File: src/rtl/rx_fifo_pkg.sv
package rx_fifo_pkg;
  localparam int unsigned WORD_W = 32;
  localparam int unsigned CNT_W  = 16;

  function automatic logic [WORD_W-1:0] make_status(input logic [CNT_W-1:0] bytes,
                                                    input logic err);
    logic [WORD_W-1:0] w;
    w = '0;
    w[CNT_W-1:0] = bytes;
    w[CNT_W]     = err;
    return w;
  endfunction
endpackage

File: src/rtl/rx_fifo_mem.sv
module rx_fifo_mem #(
  parameter int unsigned DEPTH = 64,
  parameter int unsigned W     = 32,
  localparam int unsigned AW   = $clog2(DEPTH)
) (
  input  logic          clk_i,
  input  logic          we0_i,
  input  logic [AW-1:0] a0_i,
  input  logic [W-1:0]  d0_i,
  input  logic          we1_i,
  input  logic [AW-1:0] a1_i,
  input  logic [W-1:0]  d1_i,
  input  logic [AW-1:0] ra_i,
  output logic [W-1:0]  rd_o
);
  logic [W-1:0] mem_q [DEPTH];

  always_ff @(posedge clk_i) begin
    if (we0_i) mem_q[a0_i] <= d0_i;
    if (we1_i) mem_q[a1_i] <= d1_i;
  end

  assign rd_o = mem_q[ra_i];
endmodule

File: src/rtl/rx_byte_count.sv
module rx_byte_count
  import rx_fifo_pkg::*;
(
  input  logic             clk_i,
  input  logic             rst_ni,
  input  logic             take_i,
  input  logic             sop_i,
  input  logic             eop_i,
  input  logic [1:0]       last_bytes_i,
  output logic [CNT_W-1:0] bytes_o
);
  logic [CNT_W-1:0] cnt_q, add;

  always_comb begin
    add = CNT_W'(4);
    if (eop_i && last_bytes_i != 2'd0) add = CNT_W'(last_bytes_i);
  end

  // running total including the current word
  assign bytes_o = (sop_i ? '0 : cnt_q) + add;

  always_ff @(posedge clk_i or negedge rst_ni) begin
    if (!rst_ni)     cnt_q <= '0;
    else if (take_i) cnt_q <= bytes_o;
  end
endmodule

File: src/rtl/rx_fifo_ctrl.sv
module rx_fifo_ctrl #(
  parameter int unsigned DEPTH = 64,
  localparam int unsigned AW   = $clog2(DEPTH),
  localparam int unsigned PW   = AW + 1
) (
  input  logic          clk_i,
  input  logic          rst_ni,
  input  logic          wr_valid_i,
  input  logic          wr_sop_i,
  input  logic          wr_eop_i,
  input  logic          wr_err_i,
  input  logic          rd_en_i,
  input  logic          clr_err_i,
  input  logic          abort_i,
  input  logic          cfg_abort_dis_i,
  input  logic          cfg_status_en_i,
  output logic          take_o,
  output logic          we0_o,
  output logic [AW-1:0] a0_o,
  output logic          we1_o,
  output logic [AW-1:0] a1_o,
  output logic [AW-1:0] ra_o,
  output logic          rd_valid_o,
  output logic          data_avail_o,
  output logic          discard_o,
  output logic [PW-1:0] wr_ptr_o,
  output logic [PW-1:0] rd_ptr_o,
  output logic [PW-1:0] cm_ptr_o
);
  logic [PW-1:0] wr_q, cm_q, rd_q;
  logic          gate_q, disc_q;

  logic          abort_eff, take, ovf, bad, good, rd_go, add_st;
  logic [PW-1:0] base, used, need, nxt, cm_cnt;
  logic [PW:0]   free_w;

  assign abort_eff = abort_i & ~cfg_abort_dis_i;
  assign take      = wr_valid_i & ~disc_q & (~gate_q | wr_sop_i) & ~abort_eff;
  // a new sop restarts from the committed pointer, dropping any unfinished packet
  assign base      = wr_sop_i ? cm_q : wr_q;
  assign add_st    = wr_eop_i & cfg_status_en_i;
  assign need      = add_st ? PW'(2) : PW'(1);
  assign used      = base - rd_q;
  assign free_w    = (PW+1)'(DEPTH) - {1'b0, used};
  assign ovf       = free_w < {1'b0, need};
  assign bad       = take & (wr_err_i | ovf);
  assign good      = take & ~bad;
  assign nxt       = base + need;

  assign cm_cnt       = cm_q - rd_q;
  assign rd_valid_o   = cm_cnt != '0;
  assign data_avail_o = cm_cnt > PW'(1);
  assign rd_go        = rd_en_i & rd_valid_o & ~abort_eff;

  assign take_o = take;
  assign we0_o  = good;
  assign a0_o   = base[AW-1:0];
  assign we1_o  = good & add_st;
  assign a1_o   = AW'(base + PW'(1));
  assign ra_o   = rd_q[AW-1:0];

  always_ff @(posedge clk_i or negedge rst_ni) begin
    if (!rst_ni) begin
      wr_q   <= '0;
      cm_q   <= '0;
      rd_q   <= '0;
      gate_q <= 1'b1;
    end else if (abort_eff) begin
      wr_q   <= '0;
      cm_q   <= '0;
      rd_q   <= '0;
      gate_q <= 1'b1;
    end else begin
      if (rd_go) rd_q <= rd_q + PW'(1);
      if (bad) begin
        wr_q   <= cm_q;
        gate_q <= 1'b1;
      end else if (good) begin
        wr_q   <= nxt;
        gate_q <= wr_eop_i;
        if (wr_eop_i) cm_q <= nxt;
      end
    end
  end

  always_ff @(posedge clk_i or negedge rst_ni) begin
    if (!rst_ni)        disc_q <= 1'b0;
    else if (bad)       disc_q <= 1'b1;
    else if (clr_err_i) disc_q <= 1'b0;
  end

  assign discard_o = disc_q;
  assign wr_ptr_o  = wr_q;
  assign rd_ptr_o  = rd_q;
  assign cm_ptr_o  = cm_q;
endmodule

File: src/rtl/rx_pkt_fifo.sv
module rx_pkt_fifo
  import rx_fifo_pkg::*;
#(
  parameter int unsigned DEPTH = 64
) (
  input  logic              clk_i,
  input  logic              rst_ni,
  input  logic              wr_valid_i,
  input  logic [WORD_W-1:0] wr_data_i,
  input  logic              wr_sop_i,
  input  logic              wr_eop_i,
  input  logic              wr_err_i,
  input  logic [1:0]        wr_last_bytes_i,
  input  logic              rd_en_i,
  output logic [WORD_W-1:0] rd_data_o,
  output logic              rd_valid_o,
  output logic              data_avail_o,
  output logic              discard_o,
  input  logic              clr_err_i,
  input  logic              abort_i,
  input  logic              cfg_abort_dis_i,
  input  logic              cfg_status_en_i
);
  localparam int unsigned AW = $clog2(DEPTH);
  localparam int unsigned PW = AW + 1;

  logic          take, we0, we1;
  logic [AW-1:0] a0, a1, ra;
  logic [PW-1:0] wr_ptr, rd_ptr, cm_ptr;
  logic [CNT_W-1:0] bytes;
  logic [WORD_W-1:0] stat_word;

  rx_fifo_ctrl #(.DEPTH(DEPTH)) u_ctrl (
    .clk_i, .rst_ni, .wr_valid_i, .wr_sop_i, .wr_eop_i, .wr_err_i, .rd_en_i,
    .clr_err_i, .abort_i, .cfg_abort_dis_i, .cfg_status_en_i,
    .take_o(take), .we0_o(we0), .a0_o(a0), .we1_o(we1), .a1_o(a1), .ra_o(ra),
    .rd_valid_o, .data_avail_o, .discard_o,
    .wr_ptr_o(wr_ptr), .rd_ptr_o(rd_ptr), .cm_ptr_o(cm_ptr)
  );

  rx_byte_count u_cnt (
    .clk_i, .rst_ni, .take_i(take), .sop_i(wr_sop_i), .eop_i(wr_eop_i),
    .last_bytes_i(wr_last_bytes_i), .bytes_o(bytes)
  );

  assign stat_word = make_status(bytes, wr_err_i);

  rx_fifo_mem #(.DEPTH(DEPTH), .W(WORD_W)) u_mem (
    .clk_i, .we0_i(we0), .a0_i(a0), .d0_i(wr_data_i),
    .we1_i(we1), .a1_i(a1), .d1_i(stat_word), .ra_i(ra), .rd_o(rd_data_o)
  );
endmodule

File: config.mk
export PLATFORM = sky130hd
export DESIGN_NAME = rx_pkt_fifo
export DESIGN_NICKNAME = d
export VERILOG_FILES = /design/src/rtl/rx_fifo_pkg.sv /design/src/rtl/rx_fifo_mem.sv /design/src/rtl/rx_byte_count.sv /design/src/rtl/rx_fifo_ctrl.sv /design/src/rtl/rx_pkt_fifo.sv
export SDC_FILE = /design/constraint.sdc
export NUM_CORES = 2
export LEC_CHECK = 0
export BUFFER_PORTS_ARGS = -buffer_cell sky130_fd_sc_hd__buf_4
export CELL_PAD_IN_SITES_DETAIL_PLACEMENT = 0
export CELL_PAD_IN_SITES_GLOBAL_PLACEMENT = 2
export CORE_MARGIN = 10
export CORE_UTILIZATION = 30
export CTS_BUF_LIST = sky130_fd_sc_hd__clkbuf_4
export DETAILED_ROUTE_END_ITERATION = 10
export GPL_TIMING_DRIVEN = 0
export MAX_ROUTING_LAYER = met4
export PLACE_DENSITY_LB_ADDON = 0.1
export SYNTH_ARGS = -nofsm -noshare
export SYNTH_HDL_FRONTEND = slang
export SYNTH_SLANG_ARGS = --single-unit
File: constraint.sdc
create_clock -name clk_i -period 17.75 [get_ports clk_i]
set_clock_uncertainty 0.2 [all_clocks]
set_input_delay 2.6625 -clock clk_i [delete_from_list [all_inputs] [get_ports clk_i]]
set_output_delay 2.6625 -clock clk_i [all_outputs]
set_load 0.02 [all_outputs]
==> results.md <==
- Nets@finish: 9248
- Post-DP HPWL: 434000 microns
- CP required: 14890 ps
- H-tree depth: 6
- RSZ-0062 raised after global routing: false
- Setup Crit Path Kind: register to output pin
- Initial antenna violation count: 46
- Overflow after GRT: 0
- Worst vdd ir: 158 uV
- Max-cap violations: 13
- Bufs on Longest Clock Path: 4
- Largest net degree at the start of global routing: 40
- Synth Register Bits: 2087
- CTS resizes: 0
- Critical Path Most Common Cell: clkbuf_1
- Detail Route Antenna Nets: 0
- Register area: 0.0529 sq mm
- Internal: 9.10 mW
- Commonest non-fill, non-tap cells in the layout: 1824 x nand2_1, 1088 x edfxtp_1, 960 x dfxtp_1
- Avg WL per Cell: 39.4 microns
- Comb pwr share: 28.6%
- Setup crit end kind: output pin
- Fraction of layout cells with a size suffix above 1: 25.2%
- Worst-Margin Slew: 1600 ps
- Failing checks: max-capacitance violations, max-slew violations
- Die extent in y: 595 microns
- NetSw: 5.38 mW
- Placement Setup Slack: 6750 ps
- Worst hold margin: 246 ps
- F_max: 0.0933 GHz
- PortBufs: 47
- Fin crit share: 60.4%
- Syn nets: 8493
- Slew Viols, Final: 129
- CP max stage delay: 870 ps
- Post-synth top area share: 32.9%
- Total CTS buffers: 634
- Fillers: 33200
- Finished Core Util: 34.9%
- CP Max Fanout: 10
- Root Driver: clkbuf_4
- Final setup fails: 0
- Via count: 82500
- CTS tree: done
- Drt pass-1 iters: 7
- CP Launch Type: register
- Sequential power share: 36.7%
- Total Wirelength: 552000 microns
- Die footprint: 0.354 sq mm
- 1st-iter DRT viols: 10700
- Dominant cell type by area after synthesis: edfxtp_1
- GRT Max-Usage Layer: met2
- Core Region: 0.330 sq mm
- Final Hold Violating Endpoints: 0
- Library cells used by synthesis: 78
- Final WS setup: 7030 ps
- DRC viols: 0
- Clock transition at the registers of the reported paths: 60 ps
- Io pins: 80
- Clk_lat worst skew: 1610 ps
- FP Rows: 211
- Synth Cell Area: 0.0992 sq mm
- Syn_area_per_cell: 11.8 sq um
- Die X: 595 microns
- Clock network power share: 34.7%
- Met2 Use GR: 44.8%
- Switching Share: 37.1%
- Post-layout min period: 10720 ps
- Syn Inst Count: 8423
- Hold buffer count at CTS: 0
- Post-synth top flop: edfxtp_1
- Worst rel slew slack: -6.64%
- Global-route wire length before repair: 727000 microns
- Most common cell after layout, fill and taps aside: nand2_1
- Total track usage: 30.8%
- Seq/Total Area, Yosys: 53.3%
- Hold Path Class: register to register
- GRT met3 Usage: 5.49%
- Effective utilization at floorplan: 30.1%
- Area grow syn2layout: 15.9%
- Global placer's final weighted congestion: 0.988
- Number of global-route vias before repair: 79800
- Outcome: finished, violations left
- Sequence of cells on the critical path: clkbuf_1 > clkbuf_2 > clkbuf_1 > inv_1 > ha_1 > nor2b_1 > o21ai_0 > mux2_2 > nor4_1 > a311oi_1 > nor4b_1 > clkbuf_1 > inv_1 > buf_4
- Vias/cell: 5.88
- Area of the multi-input gates: 0.0427 sq mm
- Total setup buffers inserted after CTS: 0
- Final setup TNS: 0 ps
- Leakage: 39.4 nW
- Critical Path AT: 7850 ps
- Synth warn: 0
- Async SR Flop Fraction: 1.87%
- Met1 usage: 40.0%
- Power per cell area: 126 mW/mm^2
- Slowest-stage cell, CP: clkbuf_1
- Post-synth EDFFs: 1088
- CTS sink count: 2087
- Cells taking the most area after synthesis: edfxtp_1 33%, dfxtp_1 19%, mux4_2 15%, a22o_1 8.3%, nand2_1 6.9%
==> cell families (layout without fill, tap and decap cells) <==
| family | count (synthesis) | after routing | synth area share (%) |
|---|---|---|---|
| and+or+nand+nor | 2300 | 2300 | 9.23 |
| AOI/OAI and AO/OA | 2232 | 2232 | 16.0 |
| DFF | 2087 | 2087 | 53.3 |
| buffers and inverters | 934 | 2151 | 4.11 |
| muxes | 812 | 812 | 16.7 |
| xor gates and xnor gates | 33 | 33 | 0.306 |
| adders and majority gates | 25 | 25 | 0.345 |
| other | 0 | 24 | 0 |
==> layer usage <==
layer / wire [microns] / vias to the layer above
li1: - / 33500
met1: 229000 / 42800
met2: 238000 / 4877
met3: 44300 / 1200
met4: 40200 / 0
met5: 0 / -
==> synth_stat cells, types with 4 or more instances <==
cell,n
o211ai_4,5
nand3_1,17
o21ai_0,154
nor2_1,275
edfxtp_1,1088
xnor2_1,21
buf_4,18
o21a_1,4
mux2_2,6
and2_1,70
nor2_2,25
mux4_2,672
mux2i_1,131
buf_1,68
a22o_1,940
nand2b_1,13
dfxtp_1,960
o211a_2,4
buf_6,8
a221o_1,5
clkbuf_1,457
xor2_1,11
o211a_1,52
dfrtp_1,38
a21oi_1,942
or2_2,9
nor2b_1,12
buf_2,359
and3_1,8
nor3_2,5
nand2_1,1824
or3_1,7
o211ai_2,57
a21o_1,4
ha_1,21
a32o_1,28
nand4_1,5
fa_1,4
nor3_1,12
inv_1,20
o2111ai_1,6
==> cell type report <==
type / instances / share of cell area (%)
Sequential cell: 2087 / 46.0
Multi-Input combinational cell: 5402 / 37.1
Clock buffer: 930 / 6.07
Tap cell: 4366 / 4.75
Buffer: 910 / 3.54
Timing Repair Buffer: 119 / 1.38
Clock inverter: 168 / 1.05
Inverter: 24 / 0.0783
Antenna cell: 24 / 0.0522
==> critical path, delay by kind of cell, from the launching register on <==
kind / cells / cell delay (ps)
buf+inv: 7 / 3500
simple gates: 3 / 840
flops: 1 / 650
compound gates: 2 / 540
mux: 1 / 400
fa+ha+maj: 1 / 360
==> worst paths after layout <==
path,from,slack (ps),cells after the start,endpoint
max in group asynchronous,rst_ni,16010,1,u_ctrl.rd_ptr_o[4]
worst max register to register,u_ctrl.rd_ptr_o[1],8300,14,u_mem.mem_q[43][11]
min in group asynchronous,rst_ni,860,1,u_ctrl.rd_ptr_o[5]
worst min-delay path,u_mem.mem_q[34][25],250,2,u_mem.mem_q[34][25]
worst min register to register,u_mem.mem_q[34][25],250,2,u_mem.mem_q[34][25]
worst max-delay path,u_ctrl.rd_ptr_o[1],7030,14,rd_valid_o
==> sequential cells by signal, summed over array words and instances, names as in the netlist <==
name,flops
u_cnt.cnt_q,16
u_ctrl.cm_ptr_o,7
u_ctrl.discard_o,1
u_ctrl.gate_q,1
u_ctrl.rd_ptr_o,7
u_ctrl.wr_ptr_o,7
u_mem.mem_q,2048
==> through the flow <==
stage          power [mW]  std cells  cell area [sq um]
2_1_floorplan        7.62       8423              99200
3_3_place_gp         9.40      12800             105000
3_5_place_dp         9.48      12900             107000
4_1_cts              14.5      14000             115000
5_1_grt              14.9      14000             115000
6_report             14.5      14000             115000
==> power by group through the flow <==
stage                     registers [mW]  logic, mW  clock network [mW]
final                               5.32       4.14                5.02
after global routing                5.33       4.21                5.35
after CTS                           5.31       4.07                5.09
after detailed placement            5.42       4.06                   0
after global placement              5.41       3.99                   0
after floorplan                     5.37       2.25                   0
Power figures use the tool's default switching activity.
